### src/rtl/pwm_duty_enc.sv
module pwm_duty_enc #(
  parameter int SMP_W       = 12,
  parameter int SENS_W      = 8,
  parameter int QT_W        = 8,
  parameter int FINE_W      = 4,
  parameter int SHIFT       = 6,
  parameter int FAST_BASE   = 100,
  parameter int FAST_STEP   = 2,
  parameter int SLOW_BASE   = 400,
  parameter int SLOW_STEP   = 8,
  parameter int CAL_PERIODS = 100,
  parameter int Q_BI        = 500,
  parameter int Q_UNI       = 200,
  parameter int CLAMP_LO    = 75,
  parameter int CLAMP_HI    = 925,
  parameter int SPAN        = 1000
) (
  input  logic                     clk_i,
  input  logic                     rst_i,
  input  logic signed [SMP_W-1:0]  sample_i,
  input  logic [SENS_W-1:0]        sens_i,
  input  logic signed [QT_W-1:0]   qtrim_i,
  input  logic [FINE_W-1:0]        fine_i,
  input  logic                     fast_i,
  input  logic                     unipolar_i,
  input  logic                     cal_en_i,
  output logic                     pwm_o,
  output logic                     per_start_o
);
  localparam int MAXP = (FAST_BASE > SLOW_BASE) ? FAST_BASE : SLOW_BASE;
  localparam int PW   = $clog2(MAXP + 1);
  localparam int UW   = $clog2(SPAN + 1);
  localparam int DW   = $clog2(2 * SPAN + 1) + 1;
  localparam int PRW  = SMP_W + SENS_W + 1;
  localparam int CW   = $clog2(CAL_PERIODS + 1);
  localparam int MW   = PW + UW;

  logic signed [PRW-1:0] prod, scaled;
  logic signed [DW-1:0]  term, qlvl, fsum;
  logic [UW-1:0]         duty_nxt;
  logic [PW-1:0]         per_nxt, hi_nxt;
  logic [MW-1:0]         mul;

  logic                  run;
  logic [PW-1:0]         cnt, per_q, hi_q;
  logic [CW-1:0]         cal_cnt;
  logic                  hold, load;

  function automatic logic [UW-1:0] clamp(input logic signed [DW-1:0] v);
    if (v < DW'(CLAMP_LO))      return UW'(CLAMP_LO);
    else if (v > DW'(CLAMP_HI)) return UW'(CLAMP_HI);
    else                        return UW'(v);
  endfunction

  assign prod   = PRW'(sample_i) * PRW'($signed({1'b0, sens_i}));
  assign scaled = prod >>> SHIFT;

  always_comb begin
    if (unipolar_i && sample_i[SMP_W-1]) term = '0;
    else if (scaled > PRW'(SPAN))        term = DW'(SPAN);
    else if (scaled < -PRW'(SPAN))       term = -DW'(SPAN);
    else                                 term = DW'(scaled);
  end

  assign qlvl     = DW'(unipolar_i ? Q_UNI : Q_BI) + DW'(qtrim_i);
  assign fsum     = qlvl + term;
  assign hold     = cal_en_i && (cal_cnt < CW'(CAL_PERIODS));
  assign duty_nxt = hold ? clamp(qlvl) : clamp(fsum);

  assign per_nxt = fast_i ? PW'(FAST_BASE) - PW'(FAST_STEP) * PW'(fine_i)
                          : PW'(SLOW_BASE) - PW'(SLOW_STEP) * PW'(fine_i);
  assign mul     = MW'(per_nxt) * MW'(duty_nxt);
  assign hi_nxt  = PW'(mul / MW'(SPAN));

  assign load = !run || (cnt == per_q - PW'(1));

  always_ff @(posedge clk_i) begin
    if (rst_i) begin
      run     <= 1'b0;
      cnt     <= '0;
      per_q   <= '0;
      hi_q    <= '0;
      cal_cnt <= '0;
    end else if (load) begin
      run   <= 1'b1;
      cnt   <= '0;
      per_q <= per_nxt;
      hi_q  <= hi_nxt;
      if (cal_cnt != CW'(CAL_PERIODS)) cal_cnt <= cal_cnt + CW'(1);
    end else begin
      cnt <= cnt + PW'(1);
    end
  end

  assign pwm_o       = run && (cnt < hi_q);
  assign per_start_o = run && (cnt == '0);
endmodule

### config.mk
export PLATFORM = sky130hd
export DESIGN_NAME = pwm_duty_enc
export DESIGN_NICKNAME = d
export VERILOG_FILES = /design/src/rtl/pwm_duty_enc.sv
export SDC_FILE = /design/constraint.sdc
export NUM_CORES = 1
export LEC_CHECK = 0
export ABC_AREA = 1
export CAP_MARGIN = 0
export CORE_ASPECT_RATIO = 0.7
export CORE_MARGIN = 5
export CORE_UTILIZATION = 64
export CTS_CLUSTER_SIZE = 8
export DETAILED_ROUTE_END_ITERATION = 7
export GPL_TIMING_DRIVEN = 0
export PLACE_DENSITY = 0.87
export REMOVE_ABC_BUFFERS = 1
export SYNTH_ARGS = -nofsm -noshare
export SYNTH_HDL_FRONTEND = slang
export SYNTH_SLANG_ARGS = --single-unit
export TNS_END_PERCENT = 5
### constraint.sdc
create_clock -name clk_i -period 18.29 [get_ports clk_i]
set_input_delay 1.829 -clock clk_i [delete_from_list [all_inputs] [get_ports clk_i]]
set_output_delay 1.829 -clock clk_i [all_outputs]
set_load 0.01 [all_outputs]
==> results by group <==
Layout
  – Layout cells sized above 1: about 15%
  – Area occupied by multi-input gates: 9260 sq um
  – Fill count: roughly 1400
  – FF/Latch Area: a little under 700 sq um
  – N_diodes: 0
  – Nets: 2006
  – Final Core Density: 73.2%
  – Layout area overhead: 11.7%

Timing
  – Setup repair after global routing missed its margin: true
  – Final hold vios: 0
  – Fmax: roughly 56 MHz
  – Slew Viols, Final: 0
  – Minimum clock period: around 18 ns
  – Slew headroom: between 40% and 50%
  – Part of the cycle the worst path needs: 97.1%
  – Clk_skew: between 0.005 and 0.006 ns
  – Final setup vio count: 0
  – Worst-Margin Slew: ~0.81 ns

Logic synthesis
  – Cell area after synthesis: 11300 sq um
  – Syn Area/Cell: 6.72 sq um
  – Register area share after synthesis: under 10%
  – Synth area leader: fa_1
  – Synth Flop Type: dfxtp_1
  – Most frequent cell after synthesis: inv_1
  – YS warnings: 0
  – Post-synth EDFFs: 0
  – Mapped Cells: ~1700
  – Synth Register Bits: 34
  – Synth top area share: between 20% and 30%
  – Synth cell count leaders: inv_1 (410), nand2_1 (383), fa_1 (128)
  – Unique cell type count in the Yosys netlist: 57
  – Main area contributors after synthesis: fa_1 (23%), inv_1 (14%), nand2_1 (13%), ha_1 (13%), dfxtp_1 (6.0%)
  – Asr flop ratio synth: 0%

Global routing
  – First-pass GRT wire length: between 40000 and 50000 microns
  – Initial antenna violation count: 0
  – GR Overflow Total: 0
  – Largest net degree at the start of global routing: 23
  – All-layer global routing usage: 25.6%
  – Number of global-route vias before repair: ~10000

Worst setup path
  – Worst reg2reg startpoint: cal_cnt[3]
  – Reg2reg end: hi_q[0]
  – Most used cell, CP: nand2_2
  – Crit path DAT: roughly 18 ns
  – Crit-path slowest cell: fa_2
  – Crit path buf inv count: 18
  – Depth of the worst register-to-register path: 75
  – R2r setup slk: 8.10 ns
  – CP top delay family: simple AND/OR/NAND/NOR gates
  – Worst Setup End Kind: flip-flop
  – CP Launch Type: primary input
  – Critical path type: in -> reg
  – Max incr delay on CP: around 0.62 ns
  – Critical Path RT: about 19 ns
  – Max FO, Critical Path: 9

Floorplan
  – Die area: 20400 sq um
  – Initial Util: 65.6%
  – Die width: 169 microns
  – FP Rows: 40
  – Core Area: roughly 17000 sq um
  – I/O pin total: 39
  – Die Span Y: between 100 and 150 microns

Route
  – First-iteration detailed-routing DRC count: 930
  – WL/cell: 13.7 microns
  – Post-DRT Antenna Nets: 0
  – WL final: around 27000 microns
  – Vias/cell: between 5 and 6
  – Via count: 10546
  – Pre-Repair DR Iteration Count: 5
  – Residual DRC: 0

Clocking
  – CTS root buf: clkbuf_16
  – CTS Buf Count: 5
  – H-tree depth: 2
  – CTS max path bufs: 2
  – Clock Sinks: 34
  – Worst skew pair latency: 0.28 ns
  – CTS tree: done
  – Clock-pin slew on the worst setup and hold paths: 0.06 ns

Hold path
  – WHS Path Cells: 1
  – Hold Crit Start: cnt[0]
  – Hold Path Class: reg -> reg
  – Min-Delay Endpoint: cnt[0]

Place
  – Port Buffers: 38
  – Routability cong.: just under 1
  – Final HPWL DP: ~22000 microns

Status
  – Status: finished, final reports clean

Run
  – Max Cap Viol: 0
==> cells by family (layout without fill, tap and decap cells) <==
group | after synthesis | count (layout) | synth area share (%)
adders and majority gates | 241 | 241 | 35.2
and+or+nand+nor | 720 | 720 | 29.6
buffers and inverters | 462 | 512 | 15.4
xor gates and xnor gates | 69 | 69 | 5.59
AOI/OAI and AO/OA | 153 | 153 | 8.15
DFF | 34 | 34 | 6.03
==> metrics by stage <==
stage	setup TNS, ns	hold WS, ns	area, sq um	setup slack [ns]	std cells
global placement	-2.51	0.426	11900	-1.10	1924
detailed placement	-5.24	0.436	11900	-1.82	1924
global route	-0.746	0.495	12600	-0.525	1960
finish	0	0.463	12600	0.535	1960
CTS	0	0.448	12100	0.0104	1935
floorplan	0	0.417	11200	1.63	1655
==> worst reg2reg max path: cells and delay by family (launching register included) <==
kind | cells | cell delay [ns]
fa+ha+maj | 5 | 2.47
buf+inv | 9 | 0.87
simple gates | 57 | 5.74
flops | 1 | 0.32
compound gates | 4 | 0.70
==> metal layers <==
layer | up-vias | wire length, microns | global-route usage (%)
li1 | 5174 | - | -
met1 | 4958 | 12200 | 37.8
met2 | 375 | 12400 | 41.3
met3 | 39 | 1910 | 2.83
met4 | 0 | 331 | 3.90
met5 | - | 0 | 0
==> repair_timing <==
| action | in CTS | in global routing |
|---|---|---|
| endpoints found under the setup margin | 4 | 4 |
| gates resized for setup | 33 | 154 |
| pin swaps | 2 | 51 |
| buffers inserted | 3 | 25 |
| hold buffers | 0 | 0 |
| gates cloned | 0 | 0 |
==> cell usage in the layout, fill, tap and decap left out, drive strengths merged, types with 7 or more instances in the layout <==
cell type,count
nand3,93
nand3b,8
nand2,433
xor2,56
buf,31
nor3,12
clkdlybuf4s50,18
dfxtp,34
xnor2,13
o21bai,7
inv,434
nor2,144
clkbuf,20
fa,128
nand4,20
o21ai,49
ha,113
a21oi,61
==> final cells by class <==
| cell class | count | area share [%] |
|---|---|---|
| Clock buffer | 5 | 0.993 |
| Sequential cell | 34 | 5.40 |
| Tap cell | 231 | 2.29 |
| Timing Repair Buffer | 66 | 4.47 |
| Multi-Input combinational cell | 1183 | 73.5 |
| Inverter | 438 | 13.1 |
| Clock inverter | 3 | 0.318 |
==> worst max-delay path by stage <==
stage | start | end | slack [ns] | cells after the start
5_1_grt | sens_i[5] | hi_q[0] | -0.53 | 111
6_report | sample_i[11] | hi_q[0] | 0.54 | 111
2_1_floorplan | sample_i[11] | hi_q[0] | 1.63 | 102
3_3_place_gp | sens_i[0] | hi_q[0] | -1.10 | 97
4_1_cts | sample_i[6] | hi_q[0] | 0.01 | 108
3_5_place_dp | sens_i[2] | hi_q[0] | -1.82 | 101
==> registers in the layout, summed over array words and instances (netlist names) <==
signal	cells
hi_q	9
cal_cnt	7
cnt	9
per_q	8
run	1
Power is left out: the tool's default activity adds up to more than one toggle a clock period on the data nets, which glitch-free logic cannot reach.
